===== config.mk =====
export PLATFORM = sky130hd
export DESIGN_NAME = mbox_console_bridge
export DESIGN_NICKNAME = d
export VERILOG_FILES = /design/src/rtl/mcb_pkg.sv /design/src/rtl/mcb_ctrl.sv /design/src/rtl/mcb_datapath.sv /design/src/rtl/mbox_console_bridge.sv
export SDC_FILE = /design/constraint.sdc
export NUM_CORES = 2
export LEC_CHECK = 0
export BUFFER_PORTS_ARGS = -buffer_cell sky130_fd_sc_hd__buf_2
export CORE_MARGIN = 3
export CORE_UTILIZATION = 35
export DETAILED_ROUTE_END_ITERATION = 16
export PLACE_DENSITY_LB_ADDON = 0.3
export SLEW_MARGIN = 10
export SYNTH_ARGS = -nofsm -noshare
export SYNTH_HDL_FRONTEND = slang
export SYNTH_SLANG_ARGS = --single-unit

===== constraint.sdc =====
create_clock -name clk -period 4.9 [get_ports clk]
set_clock_uncertainty 0.1 [all_clocks]
set_input_delay 0.98 -clock clk [delete_from_list [all_inputs] [get_ports clk]]
set_output_delay 0.98 -clock clk [all_outputs]
set_load 0.1 [all_outputs]

===== src/rtl/mcb_pkg.sv =====
package mcb_pkg;
  localparam int WORD_W = 32;
  localparam int CHAR_W = 8;

  localparam logic [WORD_W-1:0] MSG_ALIVE   = WORD_W'(32'h1);
  localparam logic [WORD_W-1:0] MSG_CONNECT = WORD_W'(32'h2);
  localparam logic [WORD_W-1:0] MSG_DISC    = WORD_W'(32'h3);
  localparam logic [WORD_W-1:0] MSG_DATA    = WORD_W'(32'h5);

  localparam logic [CHAR_W-1:0] CH_LF = 8'h0A;
  localparam logic [CHAR_W-1:0] CH_CR = 8'h0D;

  // strobes from the control unit to the datapath, at most one action per cycle
  typedef struct packed {
    logic              clrInDb;
    logic              doConnect;
    logic              doStore;
    logic              loadTx;
    logic [CHAR_W-1:0] txByte;
    logic              post;
    logic [WORD_W-1:0] postCode;
    logic              linkDown;
  } mcbStrobe_t;
endpackage


===== src/rtl/mcb_ctrl.sv =====
module mcb_ctrl
  import mcb_pkg::*;
(
  input  logic              clk,
  input  logic              rstN,
  input  logic [WORD_W-1:0] inDb,
  input  logic              txIdle,
  input  logic              txValid,
  input  logic [CHAR_W-1:0] txChar,
  input  logic              discReq,
  output logic              txReady,
  output mcbStrobe_t        strobes
);
  logic crPend;
  logic discPend;
  logic dbBusy;

  assign dbBusy = |inDb;

  // priority: host doorbell, disconnect, pending carriage return, new character
  always_comb begin
    strobes = '0;
    txReady = 1'b0;
    if (dbBusy) begin
      strobes.clrInDb = 1'b1;
      case (inDb)
        MSG_ALIVE: begin
          strobes.post     = 1'b1;
          strobes.postCode = MSG_ALIVE;
        end
        MSG_CONNECT: strobes.doConnect = 1'b1;
        MSG_DATA:    strobes.doStore   = 1'b1;
        default: ;
      endcase
    end else if (discPend) begin
      strobes.post     = 1'b1;
      strobes.postCode = MSG_DISC;
      strobes.linkDown = 1'b1;
    end else if (crPend) begin
      if (txIdle) begin
        strobes.loadTx   = 1'b1;
        strobes.txByte   = CH_CR;
        strobes.post     = 1'b1;
        strobes.postCode = MSG_DATA;
      end
    end else begin
      txReady = txIdle;
      if (txValid && txIdle) begin
        strobes.loadTx   = 1'b1;
        strobes.txByte   = txChar;
        strobes.post     = 1'b1;
        strobes.postCode = MSG_DATA;
      end
    end
  end

  always_ff @(posedge clk) begin
    if (!rstN) begin
      crPend   <= 1'b0;
      discPend <= 1'b0;
    end else begin
      if (strobes.loadTx) crPend <= (strobes.txByte == CH_LF) && !crPend;
      discPend <= discReq || (discPend && !strobes.linkDown);
    end
  end
endmodule


===== src/rtl/mcb_datapath.sv =====
module mcb_datapath
  import mcb_pkg::*;
#(
  parameter int RING_LOG2 = 8,
  parameter int MARGIN    = 4
) (
  input  logic              clk,
  input  logic              rstN,
  input  mcbStrobe_t        strobes,
  input  logic              hostDbWr,
  input  logic [WORD_W-1:0] hostDbCode,
  input  logic              hostRxMbWr,
  input  logic [WORD_W-1:0] hostRxMbData,
  input  logic              hostTxMbClr,
  input  logic              rxReady,
  output logic [WORD_W-1:0] inDb,
  output logic [WORD_W-1:0] rxMbox,
  output logic [WORD_W-1:0] txMbox,
  output logic              txIdle,
  output logic              outDbPost,
  output logic [WORD_W-1:0] outDbCode,
  output logic              linkUp,
  output logic              rxValid,
  output logic [CHAR_W-1:0] rxChar
);
  localparam int RING_SIZE   = 1 << RING_LOG2;
  localparam int HIGH_MARK_I = RING_SIZE - MARGIN;
  localparam logic [RING_LOG2:0] HIGH_MARK = HIGH_MARK_I[RING_LOG2:0];
  localparam logic [WORD_W-1:0]  ALL_ONES  = '1;

  logic [CHAR_W-1:0]    ring [RING_SIZE];
  logic [RING_LOG2-1:0] wrPtr, rdPtr, occLow;
  logic [RING_LOG2:0]   occ, newOcc;
  logic                 fullFlag;
  logic                 pop;
  logic                 setFull, releaseFull, clrRx;

  assign txIdle  = (txMbox == '0);
  assign rxValid = (wrPtr != rdPtr);
  assign rxChar  = ring[rdPtr];
  assign pop     = rxValid && rxReady;
  assign occLow  = wrPtr - rdPtr;
  assign occ     = {1'b0, occLow};
  assign newOcc  = occ + {{RING_LOG2{1'b0}}, strobes.doStore}
                       - {{RING_LOG2{1'b0}}, pop};

  always_comb begin
    setFull     = strobes.doStore && (newOcc > HIGH_MARK);
    releaseFull = fullFlag && pop && (newOcc < HIGH_MARK);
    clrRx       = strobes.doConnect || releaseFull ||
                  (strobes.doStore && !setFull);
  end

  always_ff @(posedge clk) begin
    if (strobes.doStore) ring[wrPtr] <= rxMbox[CHAR_W-1:0];
  end

  always_ff @(posedge clk) begin
    if (!rstN) begin
      inDb      <= '0;
      rxMbox    <= '0;
      txMbox    <= '0;
      outDbPost <= 1'b0;
      outDbCode <= '0;
      linkUp    <= 1'b0;
      wrPtr     <= '0;
      rdPtr     <= '0;
      fullFlag  <= 1'b0;
    end else begin
      // clearing the doorbell is a write of all ones, write-one-to-clear
      inDb <= (inDb & ~(strobes.clrInDb ? ALL_ONES : '0)) |
              (hostDbWr ? hostDbCode : '0);

      if (hostRxMbWr)  rxMbox <= hostRxMbData;
      else if (clrRx)  rxMbox <= '0;

      if (strobes.loadTx)
        txMbox <= {1'b1, {(WORD_W-1-CHAR_W){1'b0}}, strobes.txByte};
      else if (hostTxMbClr)
        txMbox <= '0;

      outDbPost <= strobes.post;
      if (strobes.post) outDbCode <= strobes.postCode;

      if (strobes.doConnect)     linkUp <= 1'b1;
      else if (strobes.linkDown) linkUp <= 1'b0;

      if (strobes.doConnect) begin
        wrPtr    <= '0;
        rdPtr    <= '0;
        fullFlag <= 1'b0;
      end else begin
        if (strobes.doStore) wrPtr <= wrPtr + 1'b1;
        if (pop)             rdPtr <= rdPtr + 1'b1;
        if (setFull)          fullFlag <= 1'b1;
        else if (releaseFull) fullFlag <= 1'b0;
      end
    end
  end
endmodule


===== src/rtl/mbox_console_bridge.sv =====
module mbox_console_bridge
  import mcb_pkg::*;
#(
  parameter int RING_LOG2 = 8,
  parameter int MARGIN    = 4
) (
  input  logic              clk,
  input  logic              rstN,
  input  logic              hostDbWr,
  input  logic [WORD_W-1:0] hostDbCode,
  input  logic              hostRxMbWr,
  input  logic [WORD_W-1:0] hostRxMbData,
  input  logic              hostTxMbClr,
  output logic [WORD_W-1:0] rxMbox,
  output logic [WORD_W-1:0] txMbox,
  output logic              outDbPost,
  output logic [WORD_W-1:0] outDbCode,
  output logic              irq,
  input  logic              txValid,
  input  logic [CHAR_W-1:0] txChar,
  output logic              txReady,
  output logic              rxValid,
  output logic [CHAR_W-1:0] rxChar,
  input  logic              rxReady,
  input  logic              discReq,
  output logic              linkUp
);
  mcbStrobe_t        strobes;
  logic [WORD_W-1:0] inDb;
  logic              txIdle;

  assign irq = |inDb;

  mcb_ctrl uCtrl (
    .clk     (clk),
    .rstN    (rstN),
    .inDb    (inDb),
    .txIdle  (txIdle),
    .txValid (txValid),
    .txChar  (txChar),
    .discReq (discReq),
    .txReady (txReady),
    .strobes (strobes)
  );

  mcb_datapath #(.RING_LOG2(RING_LOG2), .MARGIN(MARGIN)) uDp (
    .clk          (clk),
    .rstN         (rstN),
    .strobes      (strobes),
    .hostDbWr     (hostDbWr),
    .hostDbCode   (hostDbCode),
    .hostRxMbWr   (hostRxMbWr),
    .hostRxMbData (hostRxMbData),
    .hostTxMbClr  (hostTxMbClr),
    .rxReady      (rxReady),
    .inDb         (inDb),
    .rxMbox       (rxMbox),
    .txMbox       (txMbox),
    .txIdle       (txIdle),
    .outDbPost    (outDbPost),
    .outDbCode    (outDbCode),
    .linkUp       (linkUp),
    .rxValid      (rxValid),
    .rxChar       (rxChar)
  );
endmodule


==> run_results.csv <==
group,metric,value,unit
final_layout,register_area,63600,um2
clock_tree,cts_tree,"yes",
synthesis,synth_edf_count,2048,
global_route,grt_overflow,0,
detailed_routing,drtPass1Iterations,6,
global_route,grt.busiest_layer,"met2",
synthesis,ys_warn_count,0,
global_route,grt_pass1_vias,40100,
synthesis,ys_seq_area_frac,0.762,
outcome,violations,"antenna rules, setup timing",
critical_path,cp-start-kind,"flop",
timing,min_period,5.42,ns
synthesis,synth_flop_cell,"edfxtp_1",
clock_tree,cts_root_buf,"clkbuf_16",
timing,rsz0062_at_grt,"yes",
pwr,p_switching,7540,uW
synthesis,ys_async_sr_fraction,0,
clock_tree,clkTransAtPathRegs,0.06,ns
floorplan,rows,178,
timing,hold_violations,0,
pwr,power_frac_seq,0.557,
pwr,p_leak,0.0307,uW
place,post_dp_cell_area,89200,um2
global_route,antenna_found_initial,10,
critical_path,crit_type,"flop to primary output",
final_layout,final_cell_mix,"edfxtp_1 (2,048), mux4_2 (680), nor2_1 (285)",
pwr,pwr-share-clk,0.423,
floorplan,die_h,494,um
global_route,grt_first_pass_wirelength,295000,um
clock_tree,holdBufCountCts,0,
synthesis,syn_avg_cell_area,22.5,um2
clock_tree,numCtsBuffers,204,
timing,fmaxAchievable,0.185,GHz
global_route,met2_usage,0.262,
detailed_routing,wl,205000,um
timing,setup_tns,-3.91,ns
outcome,status,"complete, but fails checks",
worst_hold_path,hp-class,"input port to flop",
global_route,track_usage,0.166,
timing,worst_pin_slew,1.15,ns
synthesis,postSynthRegisterBits,2153,
detailed_routing,vias,39200,
clock_tree,clock_path_buffers,3,
detailed_routing,via_per_inst,5.32,
final_layout,final_cells,7371,
timing,max_slew_margin,0.233,
floorplan,ios,189,
detailed_routing,wl_per_cell,27.8,um
place,hpwl,129000,um
critical_path,worstSetupEndpointType,"primary output",
floorplan,fp.coreArea,236000,um2
pwr,combPwrFrac,0.020,
clock_tree,htree_levels,4,
detailed_routing,ant_nets,1,
final_layout,n_fill_cell,20500,
timing,finalSetupViolCount,8,
final_layout,num-nets-final,4146,
pwr,peakVddDrop,0.289,mV
timing,maxSlewViolCount,0,
pwr,swShare,0.208,
detailed_routing,drc,0,
final_layout,drive_above_1_share,0.317,
critical_path,critPathMaxFanout,11,
final_layout,synthToLayoutAreaGrowth,15.2,%
place,dp_cells,6964,
clock_tree,clock_latency,0.84,ns
global_route,grt_max_degree,159,
critical_path,critPathRequiredTime,3.82,ns
pwr,p_int,28800,uW
detailed_routing,drtIter0Drc,3854,
place,numPortBuffers,136,
clock_tree,cts_sinks,2153,
floorplan,initial_core_util,0.353,
global_route,use_met3,0.0279,
critical_path,cp.arrival,4.34,ns
final_layout,final_common_cell,"edfxtp_1",
flow_run,drv_cap,0,
final_layout,fin_area,96200,um2
floorplan,die_x,494,um
floorplan,dieArea,244000,um2
synthesis,yosysUniqueCellTypes,50,
synthesis,syn_area,83500,um2
final_layout,multi_input_area,18800,um2
pwr,pwr_density_cell,378,nW/um2
global_route,grt_use_met1,0.246,
synthesis,synthCells,3704,
timing,layout_setup_ws,-0.517,ns
pwr,power,36300,uW
place,globalplace.congestion,0.799,
timing,post-route-period-util,1.11,
==> metal layers <==
metal	vias to the layer above	share of wire
met5	-	0
li1	16200	-
met4	0	0.015
met1	21400	0.44
met3	230	0.066
met2	1390	0.48
==> sequential cells by signal, summed over array words and instances, names as in the netlist, named ones only <==
signal          flops
uDp.outDbCode       3
uDp.inDb           32
uDp.txMbox          9
uDp.rdPtr           8
uDp.wrPtr           8
uCtrl.crPend        1
uCtrl.discPend      1
uDp.outDbPost       1
uDp.rxMbox         32
uDp.ring         2048
uDp.linkUp          1
uDp.fullFlag        1
==> synthesized netlist by cell type (4+ instances only) <==
cell / count / area share
nand4_1: 7 / 0.00052
ha_1: 21 / 0.0031
nand2_1: 37 / 0.0017
buf_2: 56 / 0.0034
xnor2_1: 13 / 0.0014
a32o_1: 32 / 0.0038
a21boi_0: 5 / 0.00045
buf_1: 18 / 0.00081
nor3_1: 9 / 0.00054
edfxtp_1: 2048 / 0.74
inv_1: 25 / 0.0011
a21o_1: 4 / 0.00036
nand2b_1: 4 / 0.00030
nor2b_1: 20 / 0.0015
xor2_1: 9 / 0.00094
clkbuf_1: 134 / 0.0060
nor4_1: 10 / 0.00075
mux4_2: 680 / 0.18
or2_2: 6 / 0.00045
nand3_1: 14 / 0.00084
buf_4: 52 / 0.0047
nor2_1: 286 / 0.013
a22oi_1: 5 / 0.00045
and2_1: 11 / 0.00082
and3_1: 38 / 0.0028
o21ai_0: 7 / 0.00042
dfxtp_1: 105 / 0.025
o21a_1: 5 / 0.00045
a21oi_1: 9 / 0.00054
==> power by group through the flow <==
stage | clock network (uW) | logic, uW | registers, uW
after floorplan | 0 | 261 | 20900
after global placement | 0 | 726 | 20600
after detailed placement | 0 | 749 | 20600
after CTS | 15700 | 748 | 20200
after global routing | 16400 | 785 | 20200
final | 15400 | 737 | 20200
==> critical path: stages, from the launching register on <==
cell and delay (ns):
dfxtp_4 0.41, buf_12 0.22, buf_16 0.19, buf_12 0.17, mux4_2 0.54, mux4_2 0.57, mux4_2 0.56, mux4_2 0.59
buf_12 0.21
==> worst paths after layout <==
path / end / startpoint / cells past startpoint / slack (ns)
worst max-delay path: rxChar[2] / flop / 8 / -0.52
worst min register to register: uDp.fullFlag$_SDFFE_PP0P_ / uDp.fullFlag$_SDFFE_PP0P_ / 1 / 0.36
worst min-delay path: uDp.rxMbox[24]$_SDFFE_PN0P_ / hostRxMbData[24] / 2 / 0.27
worst max register to register: uDp.rxMbox[4]$_SDFFE_PN0P_ / uDp.wrPtr[0]$_SDFFE_PP0P_ / 21 / 0.37
==> what timing repair did <==
action / in CTS / in global routing
setup buffers: 10 / 7
setup endpoints to repair: 8 / 40
resized for setup: 28 / 13
pin swaps: 0 / 1
gates cloned: 4 / 2
==> area by class of cell <==
type	count	share of cell area
Tap cell	3150	0.0410
Timing Repair Buffer	343	0.0335
Inverter	25	0.000976
Clock inverter	104	0.00993
Clock buffer	267	0.0573
Antenna cell	13	0.000338
Multi-Input combinational cell	1316	0.195
Sequential cell	2153	0.662
==> cell families after synthesis <==
family / Yosys count / synth area share
buffers and inverters: 286 / 0.0161
XOR/XNOR: 22 / 0.00231
multiplexers: 682 / 0.184
flip-flops: 2153 / 0.762
adder cells (fa/ha/maj): 23 / 0.00363
other: 1 / 0.0000449
AO/OA/AOI/OAI: 87 / 0.00838
AND/OR/NAND/NOR: 450 / 0.0239
==> metrics by stage <==
stage	setup slack (ns)	util	hold slack (ns)
final	-0.517	0.407	0.268
after global routing	-0.624	0.407	0.204
after CTS	-0.617	0.406	0.194
after detailed placement	0.149	0.377	0.346
after global placement	0.141	0.377	0.350
after floorplan	0.0549	-	0.332
(Power assumes the default switching activity.)
